### src/rtl/prom_pkg.sv
package prom_pkg;

    localparam int DATA_W = 16;
    localparam int LANE_W = 8;

    typedef enum logic [1:0] {
        ST_IDLE   = 2'd0,
        ST_SETUP  = 2'd1,
        ST_ACCESS = 2'd2
    } rd_state_e;

    typedef enum logic {
        MODE_WORD = 1'b0,
        MODE_BYTE = 1'b1
    } bus_mode_e;

    typedef struct packed {
        logic             valid;
        logic [DATA_W-1:0] data;
    } rd_rsp_t;

    function automatic logic [DATA_W-1:0] steer_bus(input bus_mode_e m,
                                                    input logic [DATA_W-1:0] b);
        if (m == MODE_BYTE)
            return {{(DATA_W-LANE_W){1'b0}}, b[LANE_W-1:0]};
        return b;
    endfunction

endpackage

### src/rtl/prom_countdown.sv
module prom_countdown #(
    parameter int CNT_W = 4
) (
    input  logic             clk,
    input  logic             rst,
    input  logic             clear,
    input  logic             load,
    input  logic [CNT_W-1:0] load_val,
    output logic             expired
);
    logic [CNT_W-1:0] cnt_q;
    logic             busy_q;

    always_ff @(posedge clk) begin
        if (rst || clear) begin
            cnt_q  <= '0;
            busy_q <= 1'b0;
        end else if (load) begin
            cnt_q  <= load_val;
            busy_q <= 1'b1;
        end else if (busy_q) begin
            if (cnt_q == '0)
                busy_q <= 1'b0;
            else
                cnt_q <= cnt_q - 1'b1;
        end
    end

    assign expired = busy_q && (cnt_q == '0);
endmodule

### src/rtl/prom_page_track.sv
module prom_page_track
    import prom_pkg::*;
#(
    parameter int TAG_W = 18
) (
    input  logic             clk,
    input  logic             rst,
    input  logic             open_pg,
    input  logic             close_pg,
    input  logic [TAG_W-1:0] tag,
    input  bus_mode_e        mode,
    output logic             hit
);
    logic             valid_q;
    logic [TAG_W-1:0] tag_q;
    bus_mode_e        mode_q;

    always_ff @(posedge clk) begin
        if (rst) begin
            valid_q <= 1'b0;
            tag_q   <= '0;
            mode_q  <= MODE_WORD;
        end else if (open_pg) begin
            valid_q <= 1'b1;
            tag_q   <= tag;
            mode_q  <= mode;
        end else if (close_pg) begin
            valid_q <= 1'b0;
        end
    end

    assign hit = valid_q && (tag_q == tag) && (mode_q == mode);
endmodule

### src/rtl/prom_data_steer.sv
module prom_data_steer
    import prom_pkg::*;
(
    input  logic              clk,
    input  logic              rst,
    input  logic              capture,
    input  bus_mode_e         mode,
    input  logic [DATA_W-1:0] bus,
    output rd_rsp_t           rsp
);
    always_ff @(posedge clk) begin
        if (rst) begin
            rsp <= '0;
        end else begin
            rsp.valid <= capture;
            if (capture)
                rsp.data <= steer_bus(mode, bus);
        end
    end
endmodule

### src/rtl/prom_page_reader.sv
module prom_page_reader
    import prom_pkg::*;
#(
    parameter int WORD_AW   = 21,
    parameter int PAGE_BITS = 3,
    parameter int T_RAND    = 10,
    parameter int T_PAGE    = 3,
    parameter int IDLE_TO   = 64
) (
    input  logic               clk,
    input  logic               rst,
    input  logic               req_valid,
    output logic               req_ready,
    input  logic [WORD_AW:0]   req_addr,
    input  logic               req_byte,
    output logic               rsp_valid,
    output logic [15:0]        rsp_data,
    output logic               rom_sel_n,
    output logic               rom_rd_n,
    output logic               rom_wide,
    output logic [WORD_AW-1:0] rom_addr,
    output logic               rom_top_o,
    output logic               rom_top_oe,
    input  logic [15:0]        rom_dq_in
);
    localparam int TAG_W    = WORD_AW - PAGE_BITS;
    localparam int WAIT_MAX = (T_RAND > T_PAGE) ? T_RAND : T_PAGE;
    localparam int WAIT_W   = $clog2(WAIT_MAX + 1);
    localparam int IDLE_W   = $clog2(IDLE_TO + 1);

    typedef struct packed {
        logic [WORD_AW-1:0] word;
        logic               lsb;
        bus_mode_e          mode;
    } rd_req_t;

    rd_state_e   state_q;
    bus_mode_e   mode_q;
    rd_req_t     req;
    rd_rsp_t     rsp;
    logic        accept;
    logic        page_hit;
    logic        wait_load, wait_exp;
    logic [WAIT_W-1:0] wait_val;
    logic        idle_load, idle_exp;
    logic        go_standby;
    logic        sample;

    assign req.word = req_addr[WORD_AW:1];
    assign req.lsb  = req_addr[0];
    assign req.mode = req_byte ? MODE_BYTE : MODE_WORD;

    assign req_ready  = (state_q == ST_IDLE);
    assign accept     = req_valid && req_ready;
    assign sample     = (state_q == ST_ACCESS) && wait_exp;
    assign go_standby = (state_q == ST_IDLE) && !accept && idle_exp;

    prom_page_track #(.TAG_W(TAG_W)) u_track (
        .clk      (clk),
        .rst      (rst),
        .open_pg  (accept),
        .close_pg (go_standby),
        .tag      (req.word[WORD_AW-1:PAGE_BITS]),
        .mode     (req.mode),
        .hit      (page_hit)
    );

    always_comb begin
        wait_load = 1'b0;
        wait_val  = WAIT_W'(T_PAGE - 1);
        if (state_q == ST_SETUP) begin
            wait_load = 1'b1;
            wait_val  = WAIT_W'(T_RAND - 1);
        end else if (accept && page_hit) begin
            wait_load = 1'b1;
        end
    end

    prom_countdown #(.CNT_W(WAIT_W)) u_wait (
        .clk      (clk),
        .rst      (rst),
        .clear    (1'b0),
        .load     (wait_load),
        .load_val (wait_val),
        .expired  (wait_exp)
    );

    assign idle_load = sample;

    prom_countdown #(.CNT_W(IDLE_W)) u_idle (
        .clk      (clk),
        .rst      (rst),
        .clear    (accept),
        .load     (idle_load),
        .load_val (IDLE_W'(IDLE_TO - 1)),
        .expired  (idle_exp)
    );

    always_ff @(posedge clk) begin
        if (rst) begin
            state_q    <= ST_IDLE;
            mode_q     <= MODE_WORD;
            rom_sel_n  <= 1'b1;
            rom_rd_n   <= 1'b1;
            rom_wide   <= 1'b1;
            rom_addr   <= '0;
            rom_top_o  <= 1'b0;
            rom_top_oe <= 1'b0;
        end else begin
            case (state_q)
                ST_IDLE: begin
                    if (accept) begin
                        mode_q     <= req.mode;
                        rom_addr   <= req.word;
                        rom_top_o  <= req.lsb;
                        rom_wide   <= (req.mode == MODE_WORD);
                        rom_top_oe <= (req.mode == MODE_BYTE);
                        rom_sel_n  <= 1'b0;
                        if (page_hit) begin
                            rom_rd_n <= 1'b0;
                            state_q  <= ST_ACCESS;
                        end else begin
                            state_q  <= ST_SETUP;
                        end
                    end else if (go_standby) begin
                        rom_sel_n  <= 1'b1;
                        rom_top_oe <= 1'b0;
                    end
                end
                ST_SETUP: begin
                    rom_rd_n <= 1'b0;
                    state_q  <= ST_ACCESS;
                end
                ST_ACCESS: begin
                    if (wait_exp) begin
                        rom_rd_n <= 1'b1;
                        state_q  <= ST_IDLE;
                    end
                end
                default: state_q <= ST_IDLE;
            endcase
        end
    end

    prom_data_steer u_steer (
        .clk     (clk),
        .rst     (rst),
        .capture (sample),
        .mode    (mode_q),
        .bus     (rom_dq_in),
        .rsp     (rsp)
    );

    assign rsp_valid = rsp.valid;
    assign rsp_data  = rsp.data;
endmodule

### config.mk
export PLATFORM = sky130hd
export DESIGN_NAME = prom_page_reader
export DESIGN_NICKNAME = d
export VERILOG_FILES = /design/src/rtl/prom_pkg.sv /design/src/rtl/prom_countdown.sv /design/src/rtl/prom_page_track.sv /design/src/rtl/prom_data_steer.sv /design/src/rtl/prom_page_reader.sv
export SDC_FILE = /design/constraint.sdc
export NUM_CORES = 1
export LEC_CHECK = 0
export ABC_AREA = 1
export BUFFER_PORTS_ARGS = -buffer_cell sky130_fd_sc_hd__buf_4
export CORE_ASPECT_RATIO = 1.25
export CORE_UTILIZATION = 41
export DETAILED_ROUTE_END_ITERATION = 8
export GPL_ROUTABILITY_DRIVEN = 0
export PLACE_DENSITY = 0.73
export SYNTH_ARGS = -nofsm -noshare
export SYNTH_HDL_FRONTEND = slang
export SYNTH_SLANG_ARGS = --single-unit
export TNS_END_PERCENT = 50
### constraint.sdc
create_clock -name clk -period 2.89 [get_ports clk]
set_input_delay 0 -clock clk [delete_from_list [all_inputs] [get_ports clk]]
set_output_delay 0 -clock clk [all_outputs]
set_load 0.02 [all_outputs]
======== After elaboration in Yosys (flattened, before gate mapping) ========
Index checks and enable logic that the tools add are counted.
storage, ports and cells
  register bits ........................... 79
  input bits .............................. 42
  output and inout port bits .............. 44
  word-level logic and storage cells ...... 91
cells by class
  add/sub/neg operators ................... 2
  equal/unequal tests ..................... 9
  mux-type cells .......................... 34
  bitwise logic cells ..................... 2
  reductions and logical operators ........ 26
operators by type and width
  kind                   number
  $mux W16               2
  $mux W1                20
  $eq A18 B18 Y1         1
  $mux W6                3
  $mux W4                4
  $reduce_and A2 Y1      6
  $logic_and A1 B1 Y1    9
  $ne A2 B1 Y1 const B   4
  $logic_not A7 Y1       1
  $sub A7 B1 Y7 const B  1
  $mux W2                3
  $pmux W2 S3            1
  $reduce_bool A2 Y1     3
  $logic_not A4 Y1       1
  $reduce_and A4 Y1      1
  $sub A4 B1 Y4 const B  1
  $pmux W1 S3            1
  $reduce_bool A3 Y1     1
  $eq A2 B1 Y1 const B   1
  $eq A2 B2 Y1 const B   1
  $logic_not A2 Y1       1
  $ne A2 B2 Y1 const B   1
  $not A1 Y1             2
  $reduce_or A2 Y1       1
  3 further kinds        3

======== Logic depth before layout (Yosys ltp) ========
Gate-level depths: netlist (run 1).
  depth after elaboration ................. 8
  mapped depth ............................ 11
  depth with buffers taken out ............ 11

======== Cells and area by module ========
From an unflattened synthesis (run 1), not the netlist that was laid out.
second synthesis, totals
  cell total of the unflattened synthesis .. 518
  area total of the unflattened synthesis .. 3769.9 µm²
by module, submodules not included
  module                    instances  cells each  area an instance (µm²)  seq. area each (µm²)
  prom_page_track           1          164         1143.6                  400.4
  prom_page_reader          1          141         1117.3                  580.6
  prom_data_steer           1          73          645.6                   340.3
  prom_countdown at u_idle  1          87          536.8                   160.2
  prom_countdown at u_wait  1          53          326.6                   100.1

======== Worst setup path before layout (run 1) ========
OpenSTA, ideal clock, no wires.
  kind .................................... register to register
  start ................................... reg u_wait.cnt_q[0]
  end ..................................... reg, netlist name u_steer.rsp[15]
  library setup time ...................... 117 ps
  data arrival time ....................... 1432 ps
  required time ........................... 2773 ps
  setup slack ............................. 1341 ps
  stages on the path, launching flop included .. 9
  buffers on the path ..................... 1
  period minus slack after synthesis ...... 1549 ps
  cell sequence ........................... dfxtp_1 > inv_1 > ha_1 > nor3b_4 > nand4_4 > clkinv_2 > nor2_4 > buf_6 > a32o_1
between the ends
  cells in the longest elaborated chain, start to end .. 3
ends and longest elaborated chain
  what                      RTL line                text
  start: declaration        prom_countdown.sv:11    logic [CNT_W-1:0] cnt_q;
  start signal: assignment  prom_countdown.sv:19    cnt_q <= load_val;
  start signal: assignment  prom_countdown.sv:25    cnt_q <= cnt_q - 1'b1;
  $logic_not A4 Y1          prom_countdown.sv:29    assign expired = busy_q && (cnt_q == '0);
  $logic_and A1 B1 Y1       prom_countdown.sv:29
  $logic_and A1 B1 Y1       prom_page_reader.sv:55  assign sample = (state_q == ST_ACCESS) && wait_exp;
Every way passes these cells.
A chain may end at the register's enable or synchronous reset.

======== Final worst setup path (run 1) ========
  start ................................... reg state_q[1]
  end ..................................... reg rom_addr[11]
between the ends
  cells in the longest elaborated chain, start to end .. 3
ends and longest elaborated chain
  what                                    RTL line                                         text
  start: declaration                      prom_page_reader.sv:37                           rd_state_e state_q;
  start signal: assignment                prom_page_reader.sv:101                          state_q <= ST_IDLE;
  start signal: assignment                prom_page_reader.sv:121                          state_q <= ST_ACCESS;
  start signal: assignment                prom_page_reader.sv:123                          state_q <= ST_SETUP;
  $logic_not A2 Y1 (*)                    prom_page_reader.sv:53, prom_page_reader.sv:110
  $logic_and A1 B1 Y1                     prom_page_reader.sv:54                           assign accept = req_valid && req_ready;
  $reduce_and A2 Y1 (no source line) (*)  n/a
  end signal: assignment                  prom_page_reader.sv:114                          rom_addr <= req.word;
  end: declaration                        prom_page_reader.sv:21                           output logic [WORD_AW-1:0] rom_addr,
Mark *: on every way between the ends. The rest lies on a longest branch, timed or not.

==> results of run 1 <==
==> registers in the layout (all words and copies together) (netlist names) <==
signal,cells
rom_addr,14
rom_rd_n,1
rom_top_oe,1
u_wait.busy_q,1
u_track.tag_q,7
state_q,2
u_wait.cnt_q,4
rom_sel_n,1
u_idle.cnt_q,7
u_steer.rsp,17
rom_top_o,1
u_track.mode_q,1
rom_wide,1
u_idle.busy_q,1
u_track.valid_q,1
==> layer usage <==
| metal | track usage, % | up-vias |
|---|---|---|
| met5 | 0 | - |
| met2 | 36.3 | 79 |
| met1 | 24.0 | 1168 |
| met3 | 5.66 | 9 |
| li1 | - | 1349 |
| met4 | 9.78 | 0 |
==> area by class of cell <==
cell class	count	area, um2	area share, %
well taps	85	106	2.74
flip-flops and latches	60	1200	30.9
multi-input cells	217	1170	30.1
clock inverters	1	30.0	0.774
inverters	46	174	4.48
clock buffers	15	166	4.29
repair buffers	125	1040	26.7
==> timing repair <==
item                                   4_1_cts  5_1_grt
hold buffers                                39        0
setup endpoints to repair                    0        0
endpoints found under the hold margin       46        0
==> power groups by stage <==
stage | logic, uW | clock network (uW) | registers (uW)
global route | 757 | 799 | 1030
floorplan | 331 | 0 | 1100
detailed placement | 638 | 0 | 1030
global placement | 626 | 0 | 1030
CTS | 684 | 762 | 1020
finish | 685 | 749 | 1020
==> metrics by stage <==
step | worst slack [ps] | util, % | instance area, um2
2_1_floorplan | 1340 | - | 2610
3_3_place_gp | 1040 | 53.4 | 3290
3_5_place_dp | 949 | 53.4 | 3290
4_1_cts | 886 | 62.9 | 3880
5_1_grt | 678 | 62.9 | 3880
6_report | 884 | 62.9 | 3880
==> worst reg2reg max path: stages, from the launching register on <==
cell,delay (ps)
dfxtp_1,390
nor2_4,170
inv_1,70
nor2_2,530
inv_1,390
o21ai_0,280
a21oi_1,50
==> cells in the mapped netlist, drive strengths merged <==
master	n	area, um2
a21oi	28	140
a22o	8	70.1
a31oi	3	18.8
a32o	8	80.1
buf	7	52.5
clkbuf	3	11.3
clkinv	2	8.75
dfxtp	60	1200
ha	3	37.5
inv	44	165
nand2	57	214
nand3	9	50.1
nand4	6	67.6
nor2	48	205
nor3	3	15.0
nor3b	1	18.8
o21a	4	30.0
o21ai	32	164
or2	2	12.5
xnor2	4	35.0
xor2	1	8.76
==> worst max-delay path by stage <==
stage | from | to | slack, ps | cells after the start
3_3_place_gp | state_q[1]$_SDFFE_PP0P_ | rom_addr[11]$_SDFFE_PP0P_ | 1040 | 6
4_1_cts | state_q[1]$_SDFFE_PP0P_ | rom_addr[11]$_SDFFE_PP0P_ | 890 | 6
2_1_floorplan | u_wait.cnt_q[0]$_SDFFE_PP0P_ | u_steer.rsp[15]$_SDFFE_PP0P_ | 1340 | 8
3_5_place_dp | state_q[1]$_SDFFE_PP0P_ | rom_addr[11]$_SDFFE_PP0P_ | 950 | 6
6_report | state_q[1]$_SDFFE_PP0P_ | rom_addr[11]$_SDFFE_PP0P_ | 880 | 6
5_1_grt | state_q[1]$_SDFFE_PP0P_ | rom_addr[11]$_SDFFE_PP0P_ | 680 | 6
==> cell families (layout without fill, tap and decap cells) <==
group / count (synthesis) / after routing / synth area share, %
buf+inv: 56 / 187 / 9.12
fa+ha+maj: 3 / 3 / 1.44
compound gates: 83 / 83 / 19.3
flops: 60 / 60 / 46.1
simple gates: 126 / 126 / 22.4
xor+xnor: 5 / 5 / 1.68
==> cell usage in the layout, fill, tap and decap left out, drive strengths merged, types with 6 or more instances in the layout <==
cell type,n
buf,86
dfxtp,60
nand2,57
nor2,48
inv,44
dlygate4sd3,39
o21ai,32
a21oi,28
clkbuf,15
nand3,9
a32o,8
a22o,8
nand4,6
==> out/metrics.yaml, run 1 <==
synthesis:
  ys_types: 31
  ys_ff_latch: 60
  seq_area_frac_synth_pct: 46.1
  yosysWarnings: 0
  avgSynthCellArea_um2: 7.83
  syn_nets: 378
  syn-cell-area_um2: 2610
  syn_inst: 333
power:
  clockPowerShare_pct: 30.5
  switching_share_pct: 31.8
  p_int_uw: 1670
  p_sw_uw: 779
  power_uw: 2450
  ir_drop_uv: 339
  power.density_nw_per_um2: 632
  p_leak_uw: 0.00182
  power_frac_seq_pct: 41.5
  pwr-share-comb_pct: 27.9
global_routing:
  grt_pass1_vias: 2469
  grt_max_degree: 27
  grt_first_pass_wirelength_um: 10800
  grt_overflow: 0
  grt.total_usage_pct: 21.2
  antenna_found_initial: 0
final_layout:
  final_cells: 549
  antennaDiodeCount: 0
  nNetsFinal: 504
  synthToLayoutAreaGrowth_pct: 48.9
  drive_gt1_share_pct: 23.9
  nFillCells: 540
min_path:
  whs_endpoint: "rom_addr[11]$_SDFFE_PP0P_"
  hp-class: "input port to flop"
  worstHoldStart: "req_addr[12]"
  hold_depth: 3
clock_tree:
  clock_latency_ps: 330
  clock_path_buffers: 2
  numCtsBuffers: 9
  cts-root-buf: "clkbuf_8"
  clkTransAtPathRegs_ps: 60
  htreeDepth: 3
  clock-sinks: 60
  cts_setup_buffers: 0
  ctsResizeCount: 0
  cts_tree: "built"
critical_path:
  r2r_end: "rom_addr[11]$_SDFFE_PP0P_"
  path_delay_family: "simple AND/OR/NAND/NOR gates"
  path_max_fanout: 18
  cp_common_cell: "inv_1"
  cp_data_arrival_time_ps: 2210
  r2r_setup_slack_ps: 880
  cp_slowest_cell: "nor2_2"
  path_buf_inv: 2
  worstPathCellList: "nor2_4 > inv_1 > nor2_2 > inv_1 > o21ai_0 > a21oi_1"
  end_kind: "flop"
  worstPathRequired_ps: 3090
  max_stage_delay_ps: 530
  rr_startpoint: "state_q[1]$_SDFFE_PP0P_"
  critPathKind: "flop to flop"
  r2r_cells: 6
  worst_setup_path_start_kind: "flop"
timing:
  setup_viol: 0
  drv_slew: 0
  rsz0062_at_grt: "no"
  fin_setup_tns_ps: 0
  hold_viol_final: 0
  clock_skew_ps: 5.36
  fin_crit_ps: 2010
  hold_ws_ps: 13.5
  max_freq_mhz: 498
  worst_slew_pin_slew_ps: 687
  post-route-period-util_pct: 69.4
  relSlewSlack_pct: 54.2
floorplanning:
  core_area_um2: 6170
  fp.dieW_um: 73.3
  start_util_pct: 42.3
  std_cell_rows: 32
  die-area_um2: 6680
  die_h_um: 91.1
  ioPinCount: 86
drt:
  vias: 2605
  wl_met3_um: 351
  drc: 0
  ant_nets: 0
  routed_via_density: 4.74
  routedWlPerCell_um: 12.3
  totalWireLength_um: 6750
  first_pass_iters: 4
  wl_met2_um: 3370
  initialDrtViolationCount: 90
  drt-met1-wl_um: 2930
  highest_layer: "met4"
run_status:
  outcome: "complete, no violations"
place:
  dp_hpwl_um: 4440
  dpl.cell_count: 494
  port_buffers: 85
job:
  maxCapViolCount: 0
Note: power is estimated with default switching activity, not from simulation.
==> inputs of run 2 (changes only) <==
Settings changed: PLACE_DENSITY 0.73 to 0.76.
Clock period 2.89 ns to 1.8 ns, I/O delays scaled along.
==> out/metrics.yaml, run 2 (same netlist as run 1, synthesis figures left out) <==
run_status:
  outcome: "complete, no violations"  # unchanged
global_routing:
  grt_max_degree: 26  # was 27
  grt_first_pass_wirelength_um: 11600  # was 10800 um
  grt.total_usage_pct: 22.1  # was 21.2%
  grt_pass1_vias: 2719  # was 2469
  grt_overflow: 0  # unchanged
  antenna_found_initial: 0  # unchanged
power:
  p_leak_uw: 0.00185  # was 0.00182 uW
  ir_drop_uv: 650  # was 339 uV
  power_uw: 4090  # was 2450 uW
  power.density_nw_per_um2: 1040  # was 632 nW/um2
timing:
  rsz0062_at_grt: "no"  # unchanged
  post-route-period-util_pct: 91.6  # was 69.4%
  fin_setup_tns_ps: 0  # unchanged
  fin_crit_ps: 1650  # was 2010 ps
  clock_skew_ps: 12.0  # was 5.36 ps
  drv_slew: 0  # unchanged
  hold_viol_final: 0  # unchanged
  max_freq_mhz: 606  # was 498 MHz
  worst_slew_pin_slew_ps: 405  # was 687 ps
  relSlewSlack_pct: 73.0  # was 54.2%
  setup_viol: 0  # unchanged
place:
  dpl.cell_count: 496  # was 494
  placed_area_um2: 3310  # was 3290 um2
  dp_hpwl_um: 4540  # was 4440 um
  port_buffers: 85  # unchanged
min_path:
  whs_endpoint: "rom_sel_n$_SDFFE_PP1P_"  # was rom_addr[11]$_SDFFE_PP0P_
  hp-class: "input port to flop"  # unchanged
  worstHoldStart: "req_valid"  # was req_addr[12]
  hold_depth: 4  # was 3
floorplanning:
  ioPinCount: 86  # unchanged
  fp.dieW_um: 73.3  # unchanged
  start_util_pct: 42.3  # unchanged
  core_area_um2: 6170  # unchanged
  std_cell_rows: 32  # unchanged
  die_h_um: 91.1  # unchanged
  die-area_um2: 6680  # unchanged
drt:
  initialDrtViolationCount: 144  # was 90
  totalWireLength_um: 6950  # was 6750 um
  drc: 0  # unchanged
  routed_via_density: 4.81  # was 4.74
  vias: 2658  # was 2605
  ant_nets: 0  # unchanged
  first_pass_iters: 4  # unchanged
  routedWlPerCell_um: 12.6  # was 12.3 um
clock_tree:
  cts_tree: "built"  # unchanged
  clock_path_buffers: 2  # unchanged
  clock_latency_ps: 330  # about the same
  clock-sinks: 60  # unchanged
  htreeDepth: 3  # unchanged
  clkTransAtPathRegs_ps: 70  # was 60 ps
  numCtsBuffers: 9  # unchanged
  cts-root-buf: "clkbuf_8"  # unchanged
critical_path:
  rr_startpoint: "u_wait.cnt_q[0]$_SDFFE_PP0P_"  # was state_q[1]$_SDFFE_PP0P_
  r2r_setup_slack_ps: 150  # was 880 ps
  path_delay_family: "simple AND/OR/NAND/NOR gates"  # unchanged
  path_max_fanout: 17  # was 18
  cp_data_arrival_time_ps: 1920  # was 2210 ps
  max_stage_delay_ps: 360  # was 530 ps
  path_buf_inv: 2  # unchanged
  worstPathCellList: "inv_1 > ha_1 > nor3b_4 > nand4_4 > clkinv_2 > nor2_4 > a22o_1"  # was nor2_4 > inv_1 > nor2_2 > inv_1 > o21ai_0 > a21oi_1
  r2r_cells: 7  # was 6
  cp_slowest_cell: "dfxtp_1"  # was nor2_2
  end_kind: "flop"  # unchanged
  r2r_end: "u_steer.rsp[7]$_SDFFE_PP0P_"  # was rom_addr[11]$_SDFFE_PP0P_
  critPathKind: "flop to flop"  # unchanged
  worst_setup_path_start_kind: "flop"  # unchanged
  worstPathRequired_ps: 2070  # was 3090 ps
  path_depth: 7  # was 6
final_layout:
  synthToLayoutAreaGrowth_pct: 51.5  # was 48.9%
  reg_top3: "u_steer.rsp x17, rom_addr x14"  # unchanged
  drive_gt1_share_pct: 25.2  # was 23.9%
  finalInstanceArea_um2: 3950  # was 3880 um2
  final_cell_mix: "buf_4 (88), dfxtp_1 (60), nand2_1 (57), nor2_1 (43), inv_1 (42)"  # was buf_4 (86), dfxtp_1 (60), nand2_1 (57), nor2_1 (44), inv_1 (42)
  top_register: "u_steer.rsp"  # unchanged
  nNetsFinal: 508  # was 504
  antennaDiodeCount: 0  # unchanged
  largest_register_ffs: 17  # unchanged
  final_cells: 553  # was 549
  mostFrequentLayoutCell: "buf_4"  # unchanged
job:
  maxCapViolCount: 0  # unchanged
==> run 2: cell types whose count changed in the layout (fill, tap and decap cells not counted), sizes merged <==
cell,change
bufinv,+1
buf,+3
clkbuf,-4
dlygate4sd3,+1
clkinv,+3
==> run 2: repair_timing <==
item                                    in CTS  in global routing
gates resized for setup                      0                  1
endpoints found under the setup margin       0                 18
hold buffers                                40                  0
buffers inserted                             0                  1
endpoints found under the hold margin       47                  0
==> run 2: how the worst max path moves through the flow <==
| stage | startpoint | end | slack, ps |
|---|---|---|---|
| after detailed placement | u_wait.cnt_q[0]$_SDFFE_PP0P_ | u_steer.rsp[11]$_SDFFE_PP0P_ | 120 |
| after CTS | u_wait.cnt_q[0]$_SDFFE_PP0P_ | u_steer.rsp[11]$_SDFFE_PP0P_ | 110 |
| after global routing | u_wait.cnt_q[0]$_SDFFE_PP0P_ | u_steer.rsp[7]$_SDFFE_PP0P_ | 20 |
| after global placement | u_wait.cnt_q[0]$_SDFFE_PP0P_ | u_steer.rsp[13]$_SDFFE_PP0P_ | 170 |
| final | u_wait.cnt_q[0]$_SDFFE_PP0P_ | u_steer.rsp[7]$_SDFFE_PP0P_ | 150 |
| after floorplan | u_wait.cnt_q[0]$_SDFFE_PP0P_ | u_steer.rsp[15]$_SDFFE_PP0P_ | 250 |
==> run 2: worst register-to-register path, cell delays in order, from the launching register on <==
cell and delay, ps:
dfxtp_1 360, inv_1 70, ha_1 220, nor3b_4 170
nand4_4 130, clkinv_2 120, nor2_4 330, a22o_1 200
==> run 2: power by group <==
| part | switching, uW | internal [uW] |
|---|---|---|
| Clock | 528 | 811 |
| Combinational | 630 | 491 |
| Sequential | 144 | 1490 |
==> run 2: metrics by stage <==
step / hold WS, ps / worst slack, ps / utilization, %
final: 76.2 / 151 / 64.0
after floorplan: 135 / 251 / -
after global placement: 224 / 173 / 53.7
after detailed placement: 228 / 115 / 53.7
after CTS: 55.2 / 108 / 63.7
after global routing: 79.5 / 16.3 / 64.0
==> run 2: final cells by class <==
| type | instances | area [um2] |
|---|---|---|
| inverter | 46 | 174 |
| multi-input combinational | 217 | 1170 |
| timing repair buffer | 129 | 1080 |
| tap | 85 | 106 |
| clock inverter | 5 | 75.1 |
| sequential | 60 | 1200 |
| clock buffer | 11 | 141 |
| fill | 533 | 2220 |
==> run 2: per-layer routing <==
metal  track usage [%]  up-vias  routed length [um]
li1                  -     1351                   -
met1              24.2     1215                2860
met2              39.4       83                3550
met3              5.77        9                 404
met4              9.13        0                 139
met5                 0        -                   0
==> inputs of run 3 (changes only) <==
Settings changed: PLACE_DENSITY 0.76 to 0.73.
Clock period 1.8 ns to 1.95 ns, I/O delays scaled along.
==> out/metrics.yaml, run 3 (same netlist as run 1, synthesis figures left out) <==
power:
  ir_drop_uv: 631  # was 650 uV
  p_sw_uw: 1190  # was 1300 uW
  power_frac_seq_pct: 40.1  # was 39.9%
  clockPowerShare_pct: 32.7  # about the same
  switching_share_pct: 31.5  # was 31.8%
  power.density_nw_per_um2: 957  # was 1040 nW/um2
  p_int_uw: 2580  # was 2790 uW
  pwr-share-comb_pct: 27.3  # was 27.4%
  p_leak_uw: 0.00185  # about the same
timing:
  max_freq_mhz: 590  # was 606 MHz
  post-route-period-util_pct: 86.9  # was 91.6%
  worst_slew_pin_slew_ps: 407  # was 405 ps
  hold_viol_final: 0  # unchanged
  clock_skew_ps: 6.05  # was 12.0 ps
  fin_crit_ps: 1690  # was 1650 ps
  drv_slew: 0  # unchanged
  rsz0062_at_grt: "no"  # unchanged
  relSlewSlack_pct: 72.8  # was 73.0%
  fin_setup_tns_ps: 0  # unchanged
  setup_viol: 0  # unchanged
global_routing:
  grt_overflow: 0  # unchanged
  grt_pass1_vias: 2592  # was 2719
  grt_max_degree: 18  # was 26
  grt.total_usage_pct: 21.4  # was 22.1%
  grt_first_pass_wirelength_um: 11000  # was 11600 um
  antenna_found_initial: 0  # unchanged
min_path:
  hp-class: "input port to flop"  # unchanged
  whs_endpoint: "state_q[0]$_SDFFE_PP0P_"  # was rom_sel_n$_SDFFE_PP1P_
  worstHoldStart: "req_valid"  # unchanged
  hold_depth: 3  # was 4
final_layout:
  reg_top3: "u_steer.rsp x17, rom_addr x14"  # unchanged
  antennaDiodeCount: 0  # unchanged
  top_register: "u_steer.rsp"  # unchanged
  largest_register_ffs: 17  # unchanged
  final_cell_mix: "buf_4 (89), dfxtp_1 (60), nand2_1 (57), nor2_1 (44), inv_1 (42)"  # was buf_4 (88), dfxtp_1 (60), nand2_1 (57), nor2_1 (43), inv_1 (42)
  nNetsFinal: 508  # unchanged
  mostFrequentLayoutCell: "buf_4"  # unchanged
  final_cells: 553  # unchanged
  drive_gt1_share_pct: 25.0  # was 25.2%
  synthToLayoutAreaGrowth_pct: 50.9  # was 51.5%
clock_tree:
  clock_path_buffers: 2  # unchanged
  clock-sinks: 60  # unchanged
  clock_latency_ps: 340  # was 330 ps
  clkTransAtPathRegs_ps: 70  # about the same
  cts_tree: "built"  # unchanged
  ctsResizeCount: 0  # unchanged
  cts_setup_buffers: 0  # unchanged
  htreeDepth: 3  # unchanged
  numCtsBuffers: 9  # unchanged
  cts-root-buf: "clkbuf_8"  # unchanged
drt:
  drc: 0  # unchanged
  ant_nets: 0  # unchanged
  routed_via_density: 4.79  # was 4.81
  vias: 2647  # was 2658
  routedWlPerCell_um: 12.2  # was 12.6 um
  initialDrtViolationCount: 100  # was 144
  totalWireLength_um: 6730  # was 6950 um
  first_pass_iters: 4  # unchanged
job:
  maxCapViolCount: 0  # unchanged
critical_path:
  path_max_fanout: 17  # unchanged
  r2r_cells: 6  # was 7
  rr_startpoint: "u_wait.cnt_q[0]$_SDFFE_PP0P_"  # unchanged
  cp_slowest_cell: "nor2_4"  # was dfxtp_1
  end_kind: "flop"  # unchanged
  worst_setup_path_start_kind: "flop"  # unchanged
  worstPathRequired_ps: 2240  # was 2070 ps
  max_stage_delay_ps: 360  # about the same
  r2r_setup_slack_ps: 260  # was 150 ps
  worstPathCellList: "inv_1 > ha_1 > nor3b_4 > nand4_4 > nor2_4 > a32o_1"  # was inv_1 > ha_1 > nor3b_4 > nand4_4 > clkinv_2 > nor2_4 > a22o_1
  r2r_end: "u_steer.rsp[9]$_SDFFE_PP0P_"  # was u_steer.rsp[7]$_SDFFE_PP0P_
  cp_data_arrival_time_ps: 1980  # was 1920 ps
  critPathKind: "flop to flop"  # unchanged
floorplanning:
  start_util_pct: 42.3  # unchanged
  fp.dieW_um: 73.3  # unchanged
  die-area_um2: 6680  # unchanged
  std_cell_rows: 32  # unchanged
  die_h_um: 91.1  # unchanged
  ioPinCount: 86  # unchanged
  core_area_um2: 6170  # unchanged
place:
  dp_hpwl_um: 4460  # was 4540 um
  dpl.cell_count: 497  # was 496
  port_buffers: 85  # unchanged
run_status:
  outcome: "complete, no violations"  # unchanged
-- run 3: critical path: cells and delay by family (launching register included) --
kind	cells	cell delay (ps)
and+or+nand+nor	3	810
AOI/OAI and AO/OA	1	240
DFF	1	320
buffers and inverters	1	70
adders and majority gates	1	190
-- run 3: timing repair --
item | CTS | global route
endpoints found under the setup margin | 0 | 0
hold buffers | 40 | 0
hold endpoints to repair | 47 | 0
-- run 3: worst max path at each step --
stage | to | slack, ps | start
after global placement | u_steer.rsp[14]$_SDFFE_PP0P_ | 340 | u_wait.cnt_q[0]$_SDFFE_PP0P_
after floorplan | u_steer.rsp[15]$_SDFFE_PP0P_ | 400 | u_wait.cnt_q[0]$_SDFFE_PP0P_
after detailed placement | u_steer.rsp[11]$_SDFFE_PP0P_ | 250 | u_wait.cnt_q[0]$_SDFFE_PP0P_
after global routing | u_wait.cnt_q[3]$_SDFFE_PP0P_ | 90 | u_wait.cnt_q[0]$_SDFFE_PP0P_
final | u_steer.rsp[9]$_SDFFE_PP0P_ | 260 | u_wait.cnt_q[0]$_SDFFE_PP0P_
after CTS | u_steer.rsp[11]$_SDFFE_PP0P_ | 250 | u_wait.cnt_q[0]$_SDFFE_PP0P_
-- run 3: per-stage QoR --
step | setup WS, ps | area (um2) | power [uW] | utilization (%) | hold WS (ps)
floorplan | 401 | 2610 | 2130 | - | 135
global placement | 338 | 3320 | 2470 | 53.8 | 224
detailed placement | 254 | 3320 | 2490 | 53.8 | 231
CTS | 250 | 3930 | 3780 | 63.8 | 61.6
global route | 91.0 | 3930 | 3970 | 63.8 | 76.7
finish | 255 | 3930 | 3760 | 63.8 | 60.9
-- run 3: area by class of cell --
| class | instances | area, um2 |
|---|---|---|
| flip-flops and latches | 60 | 1200 |
| clock inverters | 5 | 75.1 |
| multi-input cells | 217 | 1170 |
| repair buffers | 129 | 1070 |
| inverters | 46 | 174 |
| clock buffers | 11 | 141 |
| well taps | 85 | 106 |
| fillers | 547 | 2230 |
-- run 3: per-layer routing --
layer / GRT usage [%] / part of all wire (%)
met1: 23.8 / 43
met2: 36.3 / 50
met3: 4.55 / 4.8
met4: 13.0 / 2.5
met5: 0 / 0
-- run 3: power groups by stage --
stage / Combinational (uW) / Sequential, uW / Clock (uW)
after floorplan: 491 / 1640 / 0
after CTS: 1030 / 1500 / 1250
after detailed placement: 960 / 1530 / 0
after global placement: 943 / 1520 / 0
final: 1030 / 1510 / 1230
after global routing: 1140 / 1530 / 1300
